<file path="config.mk">
export PLATFORM = sky130hd
export DESIGN_NAME = rm_stack_seq
export DESIGN_NICKNAME = d
export VERILOG_FILES = /design/src/rtl/rm_seq_pkg.sv /design/src/rtl/rm_seq_plan.sv /design/src/rtl/rm_seq_sp.sv /design/src/rtl/rm_seq_limit.sv /design/src/rtl/rm_stack_seq.sv
export SDC_FILE = /design/constraint.sdc
export NUM_CORES = 1
export LEC_CHECK = 0
export ABC_AREA = 0
export BUFFER_PORTS_ARGS = -buffer_cell sky130_fd_sc_hd__buf_4
export CAP_MARGIN = 20
export CORE_MARGIN = 1.5
export CORE_UTILIZATION = 30
export CTS_BUF_LIST = sky130_fd_sc_hd__clkbuf_8
export DETAILED_ROUTE_END_ITERATION = 10
export GPL_TIMING_DRIVEN = 0
export SLEW_MARGIN = 20
export SYNTH_ARGS = -nofsm -noshare
export SYNTH_HDL_FRONTEND = slang
export SYNTH_SLANG_ARGS = --single-unit
</file>
<file path="constraint.sdc">
create_clock -name clk -period 5.1 [get_ports clk]
set_clock_uncertainty 0.15 [all_clocks]
set_input_delay 1.02 -clock clk [delete_from_list [all_inputs] [get_ports clk]]
set_output_delay 1.02 -clock clk [all_outputs]
set_load 0.03 [all_outputs]
</file>
<file path="src/rtl/rm_seq_pkg.sv">
package rm_seq_pkg;

    localparam int MAX_WORDS  = 3;
    localparam int PLAN_CNT_W = $clog2(MAX_WORDS + 1);

    typedef enum logic [2:0] {
        OP_RET_NEAR     = 3'd0,
        OP_RET_NEAR_REL = 3'd1,
        OP_RET_FAR      = 3'd2,
        OP_RET_FAR_REL  = 3'd3,
        OP_CALL_FAR     = 3'd4,
        OP_IRET         = 3'd5
    } rm_op_e;

    typedef enum logic [1:0] {
        FLT_NONE  = 2'd0,
        FLT_GP    = 2'd1,
        FLT_STACK = 2'd2
    } rm_fault_e;

    typedef enum logic [1:0] {
        ST_IDLE  = 2'd0,
        ST_XFER  = 2'd1,
        ST_CHECK = 2'd2
    } rm_state_e;

    typedef struct packed {
        logic [PLAN_CNT_W-1:0] nwords;
        logic                  push;
        logic                  load_cs;
        logic                  load_flags;
        logic                  use_imm;
    } rm_plan_t;

endpackage

</file>
<file path="src/rtl/rm_seq_plan.sv">
module rm_seq_plan
    import rm_seq_pkg::*;
(
    input  logic [2:0] op,
    output rm_plan_t   plan
);
    always_comb begin
        plan = '0;
        case (op)
            OP_RET_NEAR_REL: begin
                plan.nwords  = PLAN_CNT_W'(1);
                plan.use_imm = 1'b1;
            end
            OP_RET_FAR: begin
                plan.nwords  = PLAN_CNT_W'(2);
                plan.load_cs = 1'b1;
            end
            OP_RET_FAR_REL: begin
                plan.nwords  = PLAN_CNT_W'(2);
                plan.load_cs = 1'b1;
                plan.use_imm = 1'b1;
            end
            OP_CALL_FAR: begin
                plan.nwords  = PLAN_CNT_W'(2);
                plan.push    = 1'b1;
                plan.load_cs = 1'b1;
            end
            OP_IRET: begin
                plan.nwords     = PLAN_CNT_W'(3);
                plan.load_cs    = 1'b1;
                plan.load_flags = 1'b1;
            end
            default: begin
                plan.nwords = PLAN_CNT_W'(1);
            end
        endcase
    end
endmodule

</file>
<file path="src/rtl/rm_seq_sp.sv">
module rm_seq_sp #(
    parameter int SP_W = 32,
    parameter int DW   = 16
) (
    input  logic [SP_W-1:0] base,
    input  logic [DW-1:0]   delta,
    input  logic            sext,
    input  logic            big,
    output logic [SP_W-1:0] result
);
    localparam int HI_W = SP_W - DW;

    logic [SP_W-1:0] ext;
    logic [DW-1:0]   low_sum;

    always_comb begin
        ext     = sext ? {{HI_W{delta[DW-1]}}, delta} : {{HI_W{1'b0}}, delta};
        low_sum = base[DW-1:0] + delta;
        if (big) begin
            result = base + ext;
        end else begin
            result = {base[SP_W-1:DW], low_sum};
        end
    end
endmodule

</file>
<file path="src/rtl/rm_seq_limit.sv">
module rm_seq_limit #(
    parameter int IP_W  = 16,
    parameter int LIM_W = 32
) (
    input  logic [IP_W-1:0]  ip,
    input  logic [LIM_W-1:0] limit,
    output logic             over
);
    always_comb begin
        over = LIM_W'(ip) > limit;
    end
endmodule

</file>
<file path="src/rtl/rm_stack_seq.sv">
module rm_stack_seq
    import rm_seq_pkg::*;
#(
    parameter int WORD_W = 16,
    parameter int SP_W   = 32,
    parameter int LIM_W  = 32
) (
    input  logic              clk,
    input  logic              rst_n,
    input  logic              start,
    input  logic [2:0]        op,
    input  logic [WORD_W-1:0] imm,
    input  logic [WORD_W-1:0] cur_cs,
    input  logic [WORD_W-1:0] cur_ip,
    input  logic [SP_W-1:0]   cur_esp,
    input  logic              ss_big,
    input  logic [LIM_W-1:0]  cs_limit,
    input  logic [WORD_W-1:0] tgt_cs,
    input  logic [WORD_W-1:0] tgt_ip,
    output logic              mem_req,
    output logic              mem_we,
    output logic [SP_W-1:0]   mem_addr,
    output logic [WORD_W-1:0] mem_wdata,
    input  logic [WORD_W-1:0] mem_rdata,
    input  logic              mem_ready,
    input  logic              mem_err,
    output logic              busy,
    output logic              done,
    output logic [1:0]        fault,
    output logic              ip_we,
    output logic              cs_we,
    output logic              flags_we,
    output logic              esp_we,
    output logic [WORD_W-1:0] commit_ip,
    output logic [WORD_W-1:0] commit_cs,
    output logic [WORD_W-1:0] commit_flags,
    output logic [SP_W-1:0]   commit_esp
);
    localparam logic [WORD_W-1:0] POP_STEP  = WORD_W'(2);
    localparam logic [WORD_W-1:0] PUSH_STEP = ~WORD_W'(1);

    typedef struct packed {
        rm_state_e                         st;
        logic [PLAN_CNT_W-1:0]             idx;
        logic [SP_W-1:0]                   sp;
        rm_plan_t                          plan;
        logic [WORD_W-1:0]                 imm;
        logic                              big;
        logic [LIM_W-1:0]                  limit;
        logic [WORD_W-1:0]                 push_cs;
        logic [WORD_W-1:0]                 push_ip;
        logic [WORD_W-1:0]                 tgt_cs;
        logic [WORD_W-1:0]                 tgt_ip;
        logic [MAX_WORDS-1:0][WORD_W-1:0]  words;
        logic                              done;
        rm_fault_e                         fault;
        logic                              ip_we;
        logic                              cs_we;
        logic                              flags_we;
        logic                              esp_we;
        logic [WORD_W-1:0]                 c_ip;
        logic [WORD_W-1:0]                 c_cs;
        logic [WORD_W-1:0]                 c_flags;
        logic [SP_W-1:0]                   c_esp;
    } seq_t;

    seq_t q, d;

    rm_plan_t          plan_in;
    logic [SP_W-1:0]   step_sp;
    logic [SP_W-1:0]   rel_sp;
    logic [SP_W-1:0]   addr_src;
    logic [WORD_W-1:0] ip_sel;
    logic              ip_over;
    logic              last_word;

    rm_seq_plan u_plan (
        .op   (op),
        .plan (plan_in)
    );

    // pointer move for one word: +2 for pop, -2 for push
    rm_seq_sp #(.SP_W(SP_W), .DW(WORD_W)) u_step (
        .base   (q.sp),
        .delta  (q.plan.push ? PUSH_STEP : POP_STEP),
        .sext   (q.plan.push),
        .big    (q.big),
        .result (step_sp)
    );

    // stack release by the immediate
    rm_seq_sp #(.SP_W(SP_W), .DW(WORD_W)) u_rel (
        .base   (q.sp),
        .delta  (q.imm),
        .sext   (1'b0),
        .big    (q.big),
        .result (rel_sp)
    );

    rm_seq_limit #(.IP_W(WORD_W), .LIM_W(LIM_W)) u_limit (
        .ip    (ip_sel),
        .limit (q.limit),
        .over  (ip_over)
    );

    always_comb begin
        ip_sel    = q.plan.push ? q.tgt_ip : q.words[0];
        last_word = (q.idx == q.plan.nwords - PLAN_CNT_W'(1));
        addr_src  = q.plan.push ? step_sp : q.sp;
    end

    always_comb begin
        d          = q;
        d.done     = 1'b0;
        d.ip_we    = 1'b0;
        d.cs_we    = 1'b0;
        d.flags_we = 1'b0;
        d.esp_we   = 1'b0;
        case (q.st)
            ST_IDLE: begin
                if (start) begin
                    d.st      = ST_XFER;
                    d.idx     = '0;
                    d.sp      = cur_esp;
                    d.plan    = plan_in;
                    d.imm     = imm;
                    d.big     = ss_big;
                    d.limit   = cs_limit;
                    d.push_cs = cur_cs;
                    d.push_ip = cur_ip;
                    d.tgt_cs  = tgt_cs;
                    d.tgt_ip  = tgt_ip;
                    d.words   = '0;
                end
            end
            ST_XFER: begin
                if (mem_ready) begin
                    if (mem_err) begin
                        d.st    = ST_IDLE;
                        d.done  = 1'b1;
                        d.fault = FLT_STACK;
                    end else begin
                        if (!q.plan.push) begin
                            d.words[q.idx] = mem_rdata;
                        end
                        d.sp = step_sp;
                        if (last_word) begin
                            d.st = ST_CHECK;
                        end else begin
                            d.idx = q.idx + PLAN_CNT_W'(1);
                        end
                    end
                end
            end
            ST_CHECK: begin
                d.st   = ST_IDLE;
                d.done = 1'b1;
                if (ip_over) begin
                    d.fault = FLT_GP;
                end else begin
                    d.fault    = FLT_NONE;
                    d.ip_we    = 1'b1;
                    d.cs_we    = q.plan.load_cs;
                    d.flags_we = q.plan.load_flags;
                    d.esp_we   = 1'b1;
                    d.c_ip     = ip_sel;
                    d.c_cs     = q.plan.push ? q.tgt_cs : q.words[1];
                    d.c_flags  = q.words[2];
                    d.c_esp    = q.plan.use_imm ? rel_sp : q.sp;
                end
            end
            default: begin
                d.st = ST_IDLE;
            end
        endcase
    end

    always_ff @(posedge clk or negedge rst_n) begin
        if (!rst_n) begin
            q <= '0;
        end else begin
            q <= d;
        end
    end

    always_comb begin
        busy         = (q.st != ST_IDLE);
        mem_req      = (q.st == ST_XFER);
        mem_we       = q.plan.push;
        mem_addr     = q.big ? addr_src : SP_W'(addr_src[WORD_W-1:0]);
        mem_wdata    = (q.idx == '0) ? q.push_cs : q.push_ip;
        done         = q.done;
        fault        = q.fault;
        ip_we        = q.ip_we;
        cs_we        = q.cs_we;
        flags_we     = q.flags_we;
        esp_we       = q.esp_we;
        commit_ip    = q.c_ip;
        commit_cs    = q.c_cs;
        commit_flags = q.c_flags;
        commit_esp   = q.c_esp;
    end
endmodule

</file>
==> flow_summary_export.csv, run 1 <==
group,metric,value,unit
detailed_routing,dr.first_iter.drc_count,749,
place,gp_congestion,0.910,
synth,synth-edff-count,0,
clock_tree,htree_levels,2,
floorplanning,die_area,55200,um^2
critical_path,critPathBufInv,2,
finish,layout-drive-gt1-share,34.1,%
critical_path,worst_path_max_delay_cell,"dfrtp_4",
critical_path,critPathKind,"register to primary output",
clock_tree,clk_pin_slew,0.06,ns
place,dp_hpwl,42200,um
detailed_routing,vias_per_cell,5.01,
detailed_routing,firstDrtPassIters,5,
finish,fin_util,39.0,%
floorplanning,coreArea,52900,um^2
power,p_sw_share,46.5,%
power,p_leak,9.68,nW
power,powerDensity,722,nW/um^2
clock_tree,clock_path_buffers,3,
finish,area_growth,27.7,%
power,p_seq_share,26.7,%
clock_tree,cts_made_buffers,53,
synth,netlist.area_leader.share,44.8,%
detailed_routing,routed_wl,54700,um
detailed_routing,vias,13500,
place,port_buffers,306,
power,clkPwrFrac,15.6,%
critical_path,path_max_fanout,21,
synth,synth_warnings,0,
critical_path,crit_family,"compound AO/OA/AOI/OAI gates",
timing,slew_viol_final,0,
clock_tree,cts_sinks,289,
global_routing,grt-ovfl-total,0,
hold_path,min_path_type,"register to register",
finish,final_cell_mix,"buf_4 (392), dfrtp_1 (288), nand2_1 (202)",
synth,synthesis.nets,1832,
critical_path,worstPathCellList,"buf_16, ha_1, and3_1, and4_4, o211ai_4, o211ai_2, a31oi_1, a211o_1, o21ai_0, buf_4",
timing,tightest_slew,0.999,ns
global_routing,grt_pass1_vias,14000,
power,p_sw,6.92,mW
critical_path,worst_setup_path_end_kind,"primary output",
detailed_routing,drtAntennaViolNets,0,
synth,ys_top_cells_by_area,"dfrtp_1 (45%), mux2_2 (11%), ha_1 (5.2%)",
floorplanning,ios,307,
timing,period_share,96.7,%
critical_path,cp.required,3.93,ns
finish,final_common_cell,"buf_4",
finish,fin_nets,2199,
synth,ys_ff_latch,289,
power,p_int,7.95,mW
synth,netlist.top_cell.by_area,"dfrtp_1",
synth,syn_area,16100,um^2
clock_tree,clock_latency,0.64,ns
synth,synth_cell_type_count,73,
clock_tree,cts_tree,"yes",
floorplanning,die_w,235,um
job,drv_cap,0,
synth,ys_seq_area_share,44.8,%
global_routing,grt_usage,19.6,%
floorplanning,start_util,30.5,%
timing,rsz0062_at_grt,"no",
critical_path,cpPeakStageDelay,0.59,ns
global_routing,grt_first_pass_wirelength,83200,um
critical_path,cp-start-kind,"register",
finish,register_area,7240,um^2
synth,avgSynthCellArea,10.1,um^2
timing,fmax,203,MHz
timing,fin_crit,4.93,ns
timing,hold-worst-slack,0.318,ns
clock_tree,cts-root-buf,"clkbuf_8",
global_routing,antenna_found_initial,4,
finish,multi_input_area,7810,um^2
synth,synth_ff_type,"dfrtp_1",
finish,nFillCells,5312,
floorplanning,fp-row-count,84,
timing,final_hold_viol_count,0,
power,comb_power_share,57.6,%
detailed_routing,drc_errors,0,
timing,setup_viol_count_final,0,
detailed_routing,wl_per_cell,20.3,um
power,ir_drop,0.364,mV
timing,slew_headroom,33.4,%
synth,synthCells,1594,
global_routing,grt_max_degree,98,
critical_path,crit_arrival,3.76,ns
synth,synthArstFlopShare,100,%
floorplanning,die_y,235,um
status,status,"completed",
==> worst reg2reg max path, cell delays in order (launching register included) <==
cell	delay, ns
dfrtp_4	0.57
buf_2	0.29
clkdlybuf4s15_1	0.68
mux2_2	0.44
ha_1	0.31
and4_1	0.26
and4_1	0.24
a211o_1	0.28
a22oi_1	0.40
buf_2	0.33
inv_1	0.23
buf_2	0.30
o21a_1	0.21
==> metal layers <==
layer	GRT usage, %	wire (um)	up-vias
met2	32.1	25600	409
li1	-	-	6351
met1	25.3	24200	6627
met4	6.75	1610	2
met5	0	13	-
met3	4.46	3380	99
==> power by group through the flow <==
stage	Clock [mW]	Combinational (mW)	Sequential, mW
after floorplan	0	5.95	3.73
after CTS	2.39	8.58	3.97
after global placement	0	8.36	3.98
final	2.33	8.57	3.97
after detailed placement	0	8.52	4.00
after global routing	2.50	9.33	4.10
==> sequential cells by signal, summed over array words and instances (netlist names) <==
register      cells
q               202
commit_ip        16
flags_we          1
commit_esp       32
commit_cs        16
done              1
mem_we            1
esp_we            1
commit_flags     16
fault             2
cs_we             1
==> cells in the mapped netlist, types with 7 or more instances <==
cell type,n
nand3_1,39
nand4_1,11
o211ai_1,10
and2_1,7
buf_1,9
xnor2_1,27
a31oi_1,7
buf_4,86
dfrtp_1,289
nor2_1,73
clkbuf_1,45
a221oi_1,13
nand2b_1,9
a21oi_1,106
nand2_1,202
inv_1,44
ha_1,67
mux2_2,154
o21ai_0,112
a211oi_1,14
and3_1,8
xor2_1,22
or3_1,8
mux2i_1,31
a21o_1,16
nor3_1,10
o21a_1,14
buf_2,18
a22o_1,49
==> timing repair <==
item	4_1_cts	5_1_grt
hold endpoints to repair	12	0
setup buffers	1	0
pin swaps	1	1
hold buffers	1	0
setup endpoints to repair	1	10
resized for setup	5	9
==> cell type report <==
| type | count | share of cell area, % |
|---|---|---|
| Buffer | 162 | 4.78 |
| Clock inverter | 29 | 0.954 |
| Antenna cell | 3 | 0.0364 |
| Multi-Input combinational cell | 1098 | 37.9 |
| Inverter | 45 | 0.820 |
| Timing Repair Buffer | 312 | 11.8 |
| Clock buffer | 66 | 4.41 |
| Sequential cell | 289 | 35.1 |
| Tap cell | 688 | 4.18 |
==> kinds of logic after synthesis <==
logic type | after synthesis | share of synthesized area [%]
xor gates and xnor gates | 49 | 2.66
and+or+nand+nor | 393 | 10.9
muxes | 185 | 12.7
DFF | 289 | 44.8
AOI/OAI and AO/OA | 402 | 16.4
adders and majority gates | 69 | 5.45
buffers and inverters | 207 | 7.07
==> stage by stage <==
step / cell area, um^2 / cells / setup TNS (ns) / worst slack (ns) / power [mW]
2_1_floorplan: 16100 / 1594 / 0 / 0.518 / 9.68
3_3_place_gp: 19300 / 2588 / -60.86 / -0.887 / 12.3
3_5_place_dp: 19400 / 2592 / 0 / 0.0302 / 12.5
4_1_cts: 20600 / 2689 / 0 / 0.0308 / 14.9
5_1_grt: 20600 / 2692 / 0 / 0.0250 / 15.9
6_report: 20600 / 2692 / 0 / 0.169 / 14.9
==> final timing paths <==
path                                    start                          end  slack, ns  cells after the start
setup / recovery           mem_we$_DFFE_PN0P_                 mem_addr[29]       0.17                     10
hold / removal             q[124]$_DFFE_PN0P_  commit_flags[5]$_DFFE_PN0P_       0.32                      2
setup reg to reg           mem_we$_DFFE_PN0P_   commit_esp[10]$_DFFE_PN0P_       0.31                     12
hold reg to reg            q[124]$_DFFE_PN0P_  commit_flags[5]$_DFFE_PN0P_       0.32                      2
max in group asynchronous               rst_n           q[164]$_DFFE_PN0P_       3.01                      4
min in group asynchronous               rst_n           q[195]$_DFFE_PN0P_       0.64                      2
Note: power is estimated with default switching activity, not from simulation.
==> run 2, diff against run 1 <==
- PLACE_DENSITY: unset -> 0.44
==> flow_summary_export.csv, run 2 (synthesis results as in run 1) <==
group,metric,value,unit
finish,final_common_cell,"buf_4",
job,drv_cap,0,
finish,layout-drive-gt1-share,34.2,%
detailed_routing,firstDrtPassIters,5,
critical_path,r2r_setup_slack,0.51,ns
finish,top_register,"q",
global_routing,grt_max_degree,95,
clock_tree,clock_latency,0.67,ns
clock_tree,postCtsHoldBufs,0,
finish,multi_input_area,7810,um^2
critical_path,r2r_start,"mem_we$_DFFE_PN0P_",
clock_tree,clk_pin_slew,0.06,ns
place,dp_hpwl,44000,um
critical_path,cp-start-kind,"register",
global_routing,antenna_found_initial,5,
global_routing,grt_usage,20.6,%
global_routing,grt_pass1_vias,13900,
timing,setup_viol_count_final,0,
clock_tree,htree_levels,2,
finish,final_area,20700,um^2
clock_tree,cts_tree,"yes",
floorplanning,ios,307,
timing,tightest_slew,1.09,ns
place,placed_cell_area,19400,um^2
power,p_total,15.1,mW
power,powerDensity,729,nW/um^2
critical_path,crit_arrival,3.76,ns
detailed_routing,drtAntennaViolNets,0,
timing,slew_headroom,27.4,%
finish,final_cell_mix,"buf_4 (391), dfrtp_1 (288), nand2_1 (202)",
floorplanning,die_area,55200,um^2
floorplanning,start_util,30.5,%
hold_path,min_path_type,"primary input to async pin",
detailed_routing,highest_layer,"met5",
place,dp.cells,2592,
detailed_routing,route.met3.wl,2850,um
finish,fin_nets,2199,
finish,register_area,7230,um^2
detailed_routing,vias_per_cell,4.96,
floorplanning,fp-row-count,84,
clock_tree,clock_path_buffers,3,
timing,fin_crit,4.93,ns
critical_path,rr_endpoint,"commit_esp[15]$_DFFE_PN0P_",
detailed_routing,met2_length,26700,um
place,port_buffers,306,
detailed_routing,wl_per_cell,21.3,um
critical_path,path_max_fanout,30,
timing,final_hold_viol_count,0,
timing,hold-worst-slack,0.186,ns
clock_tree,cts_made_buffers,54,
finish,nFillCells,5367,
critical_path,worstRegToRegCells,12,
floorplanning,coreArea,52900,um^2
critical_path,worst_setup_path_end_kind,"primary output",
critical_path,critPathKind,"register to primary output",
clock_tree,cts_sinks,289,
critical_path,cp.required,3.93,ns
floorplanning,die_w,235,um
finish,largest_reg_flops,202,
status,status,"completed",
timing,fmax,203,MHz
detailed_routing,dr.first_iter.drc_count,687,
global_routing,grt_first_pass_wirelength,86800,um
timing,rsz0062_at_grt,"no",
power,ir_drop,0.287,mV
detailed_routing,wl_met1,26400,um
global_routing,grt-ovfl-total,0,
timing,slew_viol_final,0,
finish,area_growth,28.2,%
place,gp_congestion,0.887,
detailed_routing,drc_errors,0,
finish,final_cells,2694,
clock_tree,cts-root-buf,"clkbuf_8",
power,p_leak,9.71,nW
detailed_routing,routed_wl,57300,um
floorplanning,die_y,235,um
detailed_routing,vias,13400,
timing,period_share,96.6,%
==> run 2: how the worst max path moves through the flow <==
stage | endpoint | from | slack, ns
after floorplan | mem_addr[28] | mem_we$_DFFE_PN0P_ | 0.52
after global placement | commit_esp[10]$_DFFE_PN0P_ | mem_we$_DFFE_PN0P_ | -0.64
after detailed placement | commit_esp[10]$_DFFE_PN0P_ | mem_we$_DFFE_PN0P_ | 0.41
after CTS | mem_addr[30] | mem_we$_DFFE_PN0P_ | 0.003
after global routing | mem_addr[28] | mem_we$_DFFE_PN0P_ | 0.002
final | mem_addr[31] | mem_we$_DFFE_PN0P_ | 0.17
==> run 2: metal layers <==
| metal | track usage (%) | vias to the layer above |
|---|---|---|
| met5 | 0 | - |
| met3 | 4.16 | 75 |
| met1 | 27.3 | 6603 |
| met2 | 33.7 | 314 |
| met4 | 6.12 | 6 |
| li1 | - | 6370 |
==> run 2: report_power, final <==
group / internal [mW] / switching [mW] / leakage (nW) / total [mW]
clock network: 1.42 / 1.10 / 0.681 / 2.52
registers: 3.24 / 0.724 / 3.63 / 3.96
logic: 3.43 / 5.16 / 5.40 / 8.59
==> run 2: cell type report <==
class	count	share of cell area, %
Antenna cell	2	0.0242
Buffer	162	4.70
Clock buffer	72	4.79
Clock inverter	27	1.06
Inverter	45	0.817
Multi-Input combinational cell	1098	37.8
Sequential cell	289	35.0
Tap cell	688	4.16
Timing Repair Buffer	311	11.7
==> run 2: worst max-delay path, cell delays in order, from the launching register on <==
cell and delay (ns):
dfrtp_2 0.47, buf_12 0.20, fa_1 0.48, a21oi_1 0.25
nor2_1 0.16, o211ai_4 0.27, a311oi_4 0.20, a211oi_2 0.44
o21ai_2 0.11, mux2i_2 0.33, buf_6 0.18
==> run 2: through the flow <==
| stage | worst slack [ns] | setup TNS, ns | utilization, % |
|---|---|---|---|
| after floorplan | 0.518 | 0 | - |
| after global placement | -0.640 | -38.12 | 36.5 |
| after detailed placement | 0.414 | 0 | 36.7 |
| after CTS | 0.00289 | 0 | 39.0 |
| after global routing | 0.00204 | 0 | 39.1 |
| final | 0.173 | 0 | 39.1 |
==> run 2: what timing repair did <==
| action | CTS | global route |
|---|---|---|
| setup endpoints to repair | 2 | 5 |
| gates resized for setup | 3 | 10 |
| setup buffers | 1 | 0 |
| gates cloned | 0 | 0 |
| pin swaps | 1 | 2 |
